<file path="config.mk">
export PLATFORM = sky130hd
export DESIGN_NAME = spi_rate_ctrl
export DESIGN_NICKNAME = d
export VERILOG_FILES = /design/src/rtl/spi_rc_pkg.sv /design/src/rtl/spi_rc_prescale.sv /design/src/rtl/spi_rc_sync.sv /design/src/rtl/spi_rate_ctrl.sv
export SDC_FILE = /design/constraint.sdc
export NUM_CORES = 1
export LEC_CHECK = 0
export CAP_MARGIN = 10
export CORE_UTILIZATION = 60
export CTS_CLUSTER_SIZE = 8
export DETAILED_ROUTE_END_ITERATION = 10
export PLACE_DENSITY = 0.89
export SKIP_CTS_REPAIR_TIMING = 1
export SYNTH_ARGS = -nofsm -noshare
export SYNTH_HDL_FRONTEND = slang
export SYNTH_SLANG_ARGS = --single-unit
</file>
<file path="constraint.sdc">
create_clock -name clk -period 6.2 [get_ports clk]
set_input_delay 1.55 -clock clk [delete_from_list [all_inputs] [get_ports clk]]
set_output_delay 1.55 -clock clk [all_outputs]
set_load 0.05 [all_outputs]
</file>
<file path="src/rtl/spi_rc_pkg.sv">
package spi_rc_pkg;
    localparam int DW    = 8;                  // bits per transfer
    localparam int RW    = 3;                  // rate code width
    localparam int ECW   = $clog2(2 * DW);     // SCK edge counter width
    localparam int EDGES = 2 * DW;

    localparam logic [1:0] A_CTRL = 2'd0;
    localparam logic [1:0] A_STAT = 2'd1;
    localparam logic [1:0] A_DATA = 2'd2;

    typedef struct packed {
        logic [RW-1:0] rate;
        logic          en;
        logic          ss_ign;
        logic          mst;
        logic          cpol;
        logic          cpha;
    } ctrl_t;

    typedef struct packed {
        ctrl_t          ctrl;
        logic [DW-1:0]  sh;
        logic [DW-1:0]  rxb;
        logic           out_bit;
        logic           sck;
        logic           sck_prev;
        logic [ECW-1:0] ecnt;
        logic           busy;
        logic           done;
        logic           wcol;
        logic           armed;
    } core_t;
endpackage

</file>
<file path="src/rtl/spi_rc_prescale.sv">
module spi_rc_prescale #(
    parameter int RATE_W = 3
) (
    input  logic              clk,
    input  logic              rst_n,
    input  logic              clr,
    input  logic [RATE_W-1:0] rate,
    output logic              tick
);
    localparam int CNT_W = (1 << RATE_W) - 1;

    logic [CNT_W-1:0] cnt_d, cnt_q;
    logic [CNT_W:0]   full;
    logic [CNT_W-1:0] lim;

    assign full = {{CNT_W{1'b0}}, 1'b1} << (rate + 1'b1);
    assign lim  = (rate == '1) ? '0 : CNT_W'(full - 1'b1);
    assign tick = (cnt_q == lim);

    always_comb begin
        cnt_d = cnt_q + 1'b1;
        if (clr || tick) cnt_d = '0;
    end

    always_ff @(posedge clk or negedge rst_n) begin
        if (!rst_n) cnt_q <= '0;
        else        cnt_q <= cnt_d;
    end


    tick_gap_chk: assert property (@(posedge clk) disable iff (!rst_n)
        (tick && rate != '1) |=> (!tick || rate == '1));
endmodule

</file>
<file path="src/rtl/spi_rc_sync.sv">
module spi_rc_sync #(
    parameter int         W   = 3,
    parameter logic [W-1:0] RST = '0
) (
    input  logic         clk,
    input  logic         rst_n,
    input  logic [W-1:0] din,
    output logic [W-1:0] dout
);
    logic [W-1:0] s1_d, s1_q, s2_d, s2_q;

    always_comb begin
        s1_d = din;
        s2_d = s1_q;
    end

    always_ff @(posedge clk or negedge rst_n) begin
        if (!rst_n) begin
            s1_q <= RST;
            s2_q <= RST;
        end else begin
            s1_q <= s1_d;
            s2_q <= s2_d;
        end
    end

    assign dout = s2_q;
endmodule

</file>
<file path="src/rtl/spi_rate_ctrl.sv">
module spi_rate_ctrl
    import spi_rc_pkg::*;
(
    input  logic       clk,
    input  logic       rst_n,
    input  logic       reg_wr,
    input  logic       reg_rd,
    input  logic [1:0] reg_addr,
    input  logic [7:0] reg_wdata,
    output logic [7:0] reg_rdata,
    input  logic       sck_i,
    output logic       sck_o,
    output logic       sck_oe,
    input  logic       mosi_i,
    output logic       mosi_o,
    output logic       mosi_oe,
    input  logic       miso_i,
    output logic       miso_o,
    output logic       miso_oe,
    input  logic       ss_n_i
);
    core_t q, n;

    logic       tick, pre_clr;
    logic [2:0] pins_s;
    logic       sck_s, mosi_s, ss_s;
    logic       wr_ctrl, wr_data, rd_stat, rd_data, data_acc;
    logic       is_mst, is_slv, sel, in_xfer;
    logic       rise, fall, mst_ev, slv_ev, ev, lead, samp, in_bit;
    logic [DW-1:0] shifted;

    spi_rc_prescale #(.RATE_W(RW)) i_pre (
        .clk(clk), .rst_n(rst_n), .clr(pre_clr), .rate(q.ctrl.rate), .tick(tick)
    );

    spi_rc_sync #(.W(3), .RST(3'b100)) i_sync (
        .clk(clk), .rst_n(rst_n), .din({ss_n_i, mosi_i, sck_i}), .dout(pins_s)
    );
    assign sck_s  = pins_s[0];
    assign mosi_s = pins_s[1];
    assign ss_s   = pins_s[2];

    assign wr_ctrl  = reg_wr && reg_addr == A_CTRL;
    assign wr_data  = reg_wr && reg_addr == A_DATA;
    assign rd_stat  = reg_rd && reg_addr == A_STAT;
    assign rd_data  = reg_rd && reg_addr == A_DATA;
    assign data_acc = wr_data || rd_data;

    assign is_mst  = q.ctrl.en && q.ctrl.mst;
    assign is_slv  = q.ctrl.en && !q.ctrl.mst;
    assign sel     = q.ctrl.ss_ign || !ss_s;
    assign in_xfer = q.busy || (is_slv && q.ecnt != '0);

    assign rise    = sck_s && !q.sck_prev;
    assign fall    = !sck_s && q.sck_prev;
    assign mst_ev  = q.busy && tick;
    assign slv_ev  = is_slv && sel && (rise || fall);
    assign ev      = mst_ev || slv_ev;
    assign lead    = q.busy ? !q.ecnt[0] : (rise ^ q.ctrl.cpol);
    assign samp    = lead ^ q.ctrl.cpha;
    assign in_bit  = q.busy ? miso_i : mosi_s;
    assign shifted = {q.sh[DW-2:0], in_bit};

    always_comb begin
        n          = q;
        pre_clr    = 1'b0;
        n.sck_prev = sck_s;
        if (wr_ctrl) n.ctrl = ctrl_t'(reg_wdata);
        // flag clear sequence, then flag set (set wins)
        if (data_acc && q.armed) begin
            n.done  = 1'b0;
            n.wcol  = 1'b0;
            n.armed = 1'b0;
        end
        if (rd_stat && (q.done || q.wcol)) n.armed = 1'b1;
        if (wr_data) begin
            if (in_xfer) begin
                n.wcol = 1'b1;
            end else begin
                n.sh      = reg_wdata;
                n.out_bit = reg_wdata[DW-1];
                n.ecnt    = '0;
                if (is_mst) begin
                    n.busy  = 1'b1;
                    pre_clr = 1'b1;
                end
            end
        end
        if (ev) begin
            if (samp) n.sh      = shifted;
            else      n.out_bit = q.sh[DW-1];
            n.ecnt = q.ecnt + 1'b1;
            if (q.busy) n.sck = !q.sck;
            if (q.ecnt == ECW'(EDGES - 1)) begin
                n.done = 1'b1;
                n.busy = 1'b0;
                n.ecnt = '0;
                n.rxb  = samp ? shifted : q.sh;
            end
        end
        if (is_slv && !sel)       n.ecnt = '0;
        if (q.busy && !is_mst) begin
            n.busy = 1'b0;
            n.ecnt = '0;
        end
        if (!q.ctrl.en) begin
            n.busy = 1'b0;
            n.ecnt = '0;
        end
        if (!n.busy) n.sck = n.ctrl.en ? n.ctrl.cpol : 1'b1;
    end

    always_ff @(posedge clk or negedge rst_n) begin
        if (!rst_n) begin
            q     <= '0;
            q.sck <= 1'b1;
        end else begin
            q <= n;
        end
    end

    always_comb begin
        case (reg_addr)
            A_CTRL:  reg_rdata = q.ctrl;
            A_STAT:  reg_rdata = {q.done, q.wcol, {(DW-2){1'b0}}};
            A_DATA:  reg_rdata = q.rxb;
            default: reg_rdata = '0;
        endcase
    end

    assign sck_o   = q.sck;
    assign sck_oe  = !q.ctrl.en || q.ctrl.mst;
    assign mosi_o  = q.out_bit;
    assign mosi_oe = is_mst;
    assign miso_o  = q.out_bit;
    assign miso_oe = is_slv && sel;


    idle_high_chk: assert property (@(posedge clk) disable iff (!rst_n)
        (!q.ctrl.en && !wr_ctrl) |=> sck_o);

    sck_hold_chk: assert property (@(posedge clk) disable iff (!rst_n)
        (q.busy && !tick && !wr_ctrl) |=> $stable(sck_o));

    wcol_set_chk: assert property (@(posedge clk) disable iff (!rst_n)
        (q.busy && wr_data) |=> (reg_addr != A_STAT || reg_rdata[6]) && q.wcol);

    done_sticky_chk: assert property (@(posedge clk) disable iff (!rst_n)
        (q.done && !(data_acc && q.armed)) |=> q.done);

    miso_off_chk: assert property (@(posedge clk) disable iff (!rst_n)
        (ss_s && !q.ctrl.ss_ign) |-> !miso_oe);
endmodule

</file>
# Word level (Yosys, flattened, before mapping)
# Index checks and enable logic that the tools add are counted.
# op_classes
add_sub_neg	4
eq_ne	9
shift	1
n_mux	33
n_bitwise	2
n_reduce_logical	39
# ops
operator	count
2-to-1 mux 8 bit	5
2-to-1 mux 5 bit	5
one-hot mux 8 bit (3 select lines)	1
2-to-1 mux 18 bit	1
logical AND 1 bit	16
2-to-1 mux 1 bit	15
2-to-1 mux 7 bit	2
2-to-1 mux 6 bit	2
zero test 1 bit	9
logical OR 1 bit	8
adder 7 x 1 -> 7 bit (second input constant)	1
equality test 7 bit	1
<< shifter 1 x 3 -> 7 bit (first input constant)	1
subtractor 7 x 1 -> 7 bit (second input constant)	1
AND reduction 2 bit	3
!= test 5 x 1 -> 1 bit (second input constant)	1
!= test 5 x 2 -> 1 bit (second input constant)	1
adder 4 x 1 -> 4 bit (second input constant)	1
equality test 4 bit (second input constant)	1
2-to-1 mux 4 bit	1
nonzero test 4 bit	1
adder 3 x 1 -> 3 bit (second input constant)	1
equality test 3 bit (second input constant)	1
2-to-1 mux 3 bit	1
7 further kinds	8
# word_totals
regBits	48
wordCells	107

# Longest topological paths before layout
# depth
word_depth	13
depth_mapped	16
ltp_nobuf	13

# Modules after synthesis
# From an unflattened synthesis, not the netlist that was laid out.
# hier_totals
hier_cells	276
hier_area_um2	2847.7
# modules_own_cells
module	instances	cells_per_inst	area_each_um2	seq_area_each_um2
spi_rate_ctrl	1	184	1945.6	877.1
spi_rc_prescale	1	86	749.5	175.2
spi_rc_sync	1	6	152.6	152.6

# Worst setup path before layout
# No wires, ideal clock.
# synth_path
kind	input to output
startpoint	in reg_addr[1]
endpoint	out reg_rdata[6]
arrival_time_ps	3181
required_ps	4650
path_slack_ps	1469
cell_stages	3
path_cell_list	buf_1 > mux2i_1 > o21ai_0
# synth_via
elab_chain_cells	2
elab_cells_between_ends	4
cone_classes	eq/ne: 2; mux: 1; reduce/logical: 1
# synth_lines
element	line	rtl
from (decl)	spi_rate_ctrl.sv:8	input logic [1:0] reg_addr,
equality test 2 bit, or another cell as far along	spi_rate_ctrl.sv:123	case (reg_addr)
one-hot mux 8 bit (3 select lines) *	spi_rate_ctrl.sv:123	
to (decl)	spi_rate_ctrl.sv:10	output logic [7:0] reg_rdata,
# Mark *: on every way between the ends. The rest lies on a longest branch, timed or not.

# Worst setup path after layout
# layout_path
startpoint	in reg_addr[1]
endpoint	out reg_rdata[7]
# Same word-level chain as after synthesis.

==> summary by stage <==
Placement
Prior to clock tree synthesis, the placed netlist has a worst setup slack of 1.037 ns. The global placer's final weighted congestion is about 0.88. The half-perimeter wire length after detailed placement is around 4000 um. The number of I/O port buffers is 31.

Synth
The most area-hungry cell type in the Yosys netlist is sky130_fd_sc_hd__dfrtp_1. Sorting the synthesized cells by area gives the leading types as sky130_fd_sc_hd__dfrtp_1, sky130_fd_sc_hd__mux2_2, sky130_fd_sc_hd__nand2_1. The count of flip-flops with a built-in enable after synthesis is 0. The cell area after synthesis is between 2000 and 3000 um^2. The synthesized netlist cell count is roughly 270.

The most frequent cell after synthesis is sky130_fd_sc_hd__dfrtp_1. The synthesized area divided by synthesized cell count is 10.42 um^2. The commonest cells after synthesis are sky130_fd_sc_hd__dfrtp_1, sky130_fd_sc_hd__nand2_1, sky130_fd_sc_hd__mux2_2. The async set-or-reset flop fraction in the synthesized netlist is 1.000. The count of unique library cells instantiated by Yosys is 54.

The sequential area share after synthesis is 0.4332. For this run, the leading register cell type out of synthesis is sky130_fd_sc_hd__dfrtp_1. The share of the synthesized area in the top cell type is 0.4049. After synthesis the netlist holds a flip-flop and latch count of 48. The post-synth net total is ~290. For this run, the number of Yosys warnings is 0.

Global route
In the global route stage, overall resource usage came out at 0.2544. The pin count of the biggest net entering global routing is between 40 and 50. The initial antenna violation count came to 0. The first global-routing pass estimated just under 10000 um of wire. The global route total overflow is 0. The via count of the first global-routing pass is 2120.

Die
The die covers slightly below 5000 um^2. The die width is around 70 um. The core region area is roughly 4400 um^2. The top-level I/O count is 32.

The floorplan step set the die height to 70.09 um. The floorplan row count is 24. For this configuration, the core starts out at a cell density of 0.6301.

Power
In this run the power density over the cells is around 360 nW/um^2. The overall power is roughly 1.2 mW. The worst-case IR drop observed on VDD is ~0.18 mV.

The leakage power summed over all cells is between 1 and 1.5 nW.

Worst setup path
Tracing the worst setup path back leads to its startpoint at reg_addr[1]. The critical path is of the input pin to primary output type. The standard cell with the maximum stage delay on the critical path is sky130_fd_sc_hd__clkdlybuf4s50_1. The kind of launch point of the worst setup path is an input pin. The data arrival time of the critical path is around 3.6 ns.

The critical path goes through clkdlybuf4s50_1 > mux2i_1 > o21ai_0 > clkdlybuf4s50_1. The number of cells on the worst reg-to-reg path is 12. The maximum fanout encountered on the critical timing path is 13. The register-to-register setup slack is between 2 and 2.5 ns.

In this run the worst setup path terminates at reg_rdata[7]. The worst path required time is between 4 and 5 ns. The source of the worst register-to-register timing path is q[33]$_DFFE_PN0P_. In this run the critical register-to-register path is captured at q[12]$_DFFE_PN0P_. The most prevalent standard cell on the critical path is sky130_fd_sc_hd__clkdlybuf4s50_1. The endpoint kind of the worst setup timing path is a primary output. The worst stage delay on the critical path is 0.93 ns.

CTS
The number of sinks driven by the clock tree is 48. Clock-pin slew was measured on the worst setup and hold paths at approximately 0.080 ns. The clock buffer count from CTS is 5.

The H-tree was split into 2 levels. No sink is reached through more buffers than the 2 on the longest clock path. TritonCTS built the clock tree.

The clock tree root driver cell is sky130_fd_sc_hd__clkbuf_8. The clock latency at the later pin of the worst-skew pair is 0.30 ns.

Layout
The final antenna diode count is 0. The area of the multi-input gates is around 1500 um^2. Across the whole layout, storage elements account for about 1200 um^2. The ratio of cells with drive above 1 in the final layout is 0.1831. The final net count is around 320. The area growth from synthesis to final layout is 15.65%. For this run, the share of the core covered by cells in the final layout is 0.7287.

Counting the fill cells in the layout gives 320.

STA
The worst path meets setup with around 1 ns of slack. The final hold violation count came to 0. The final critical-path share of the clock period is 0.8351. The clock tree skew after final layout is ~0.014 ns.

The number of pins with negative max-slew slack in the final report was 0. For the final routed database, the setup TNS stands at 0 ns. The transition time at the pin with the least slew margin is 1.039 ns. The total setup violations reported at the end of the flow is 0. The routed design could run at a clock period as short as 5.178 ns. The upper clock frequency limit is 193.1 MHz. Setup repair after global routing left no endpoint under its margin. The worst max-slew margin expressed relative to the limit is 0.3075.

Route
The number of design rule violations left after detail routing is 0. Summing over every cut layer, the via total after detailed routing is 2080. The routed length per placed instance is 16.10 um.

The residual antenna-violating net count after detailed routing is 0. The initial DRC count is 99. The number of detailed-routing iterations run before antenna repair is 4. Using the TritonRoute via totals, the vias-per-cell ratio works out to between 5 and 6. The final wirelength is 5586 um.

Outcome
The run finished with clean final reports.

Min path
The path category of the worst min-delay check is flip-flop to flip-flop.

Flow run
The tool flagged a number of max-cap violations equal to 0.
## state kept, by name, indices dropped and copies added, names as in the netlist
signal and flops:
i_pre.cnt_q 7, miso_o 1, q 33, sck_o 1, i_sync.dout 3, i_sync.s1_q 3
## worst min-delay path by stage
| stage | startpoint | endpoint | cells after the start |
|---|---|---|---|
| finish | i_sync.s1_q[0]$_DFF_PN0_ | i_sync.dout[0]$_DFF_PN0_ | 0 |
| global route | i_sync.s1_q[0]$_DFF_PN0_ | i_sync.dout[0]$_DFF_PN0_ | 0 |
| CTS | i_sync.s1_q[0]$_DFF_PN0_ | i_sync.dout[0]$_DFF_PN0_ | 0 |
| detailed placement | i_sync.s1_q[0]$_DFF_PN0_ | i_sync.dout[0]$_DFF_PN0_ | 0 |
| global placement | i_sync.s1_q[0]$_DFF_PN0_ | i_sync.dout[0]$_DFF_PN0_ | 0 |
| floorplan | i_sync.s1_q[0]$_DFF_PN0_ | i_sync.dout[0]$_DFF_PN0_ | 0 |
## routing by layer
metal | GRT usage | vias up | routed length [um]
li1 | - | 991 | -
met1 | 0.3340 | 1040 | 2479
met2 | 0.4188 | 42 | 2848
met3 | 0.05339 | 7 | 188
met4 | 0.08889 | 0 | 69
met5 | 0 | - | 0
## final cells by class
type                            instances  area share
Tap cell                               52     0.02023
Timing Repair Buffer                   32     0.09724
Clock inverter                          2     0.01206
Sequential cell                        48      0.3746
Clock buffer                            6     0.02567
Inverter                               10     0.01167
Multi-Input combinational cell        197      0.4586
## stage by stage
step / hold WS [ns] / instance area (um^2) / instances
2_1_floorplan: 0.3312 / 2781 / 267
3_3_place_gp: 0.3359 / 3095 / 339
3_5_place_dp: 0.3401 / 3095 / 339
4_1_cts: 0.3589 / 3217 / 347
5_1_grt: 0.3621 / 3217 / 347
6_report: 0.3543 / 3217 / 347
## cells by family after synthesis
logic type               count (synthesis)  share of synthesized area
XOR/XNOR                                12                    0.04049
adder cells (fa/ha/maj)                  6                    0.02699
AO/OA/AOI/OAI                           36                    0.09401
buffers and inverters                   22                    0.03643
flip-flops                              48                     0.4332
multiplexers                            41                     0.1705
AND/OR/NAND/NOR                        102                     0.1984
## worst max-delay path, delay by kind of cell
kind | cells | cell delay [ns]
AOI/OAI and AO/OA | 1 | 0.16
buffers and inverters | 2 | 1.75
muxes | 1 | 0.16
## power breakdown
group | total [mW] | leakage (nW) | internal, mW | switching (mW)
Combinational | 0.470 | 0.788 | 0.226 | 0.244
Sequential | 0.463 | 0.603 | 0.381 | 0.0820
Clock | 0.235 | 0.0614 | 0.132 | 0.103
Total | 1.17 | 1.45 | 0.739 | 0.429
## cells in the final DEF, fill, tap and decap left out, drive strengths merged, types with 5 or more instances in the layout
cell / instances
mux2: 30
xor2: 5
a21oi: 7
dfrtp: 45
nand2: 38
xnor2: 7
clkdlybuf4s50: 30
ha: 6
clkbuf: 6
inv: 10
o21ai: 9
nand3: 9
nor2: 21
mux2i: 11
No activity file was read; power rests on OpenSTA's default activity.
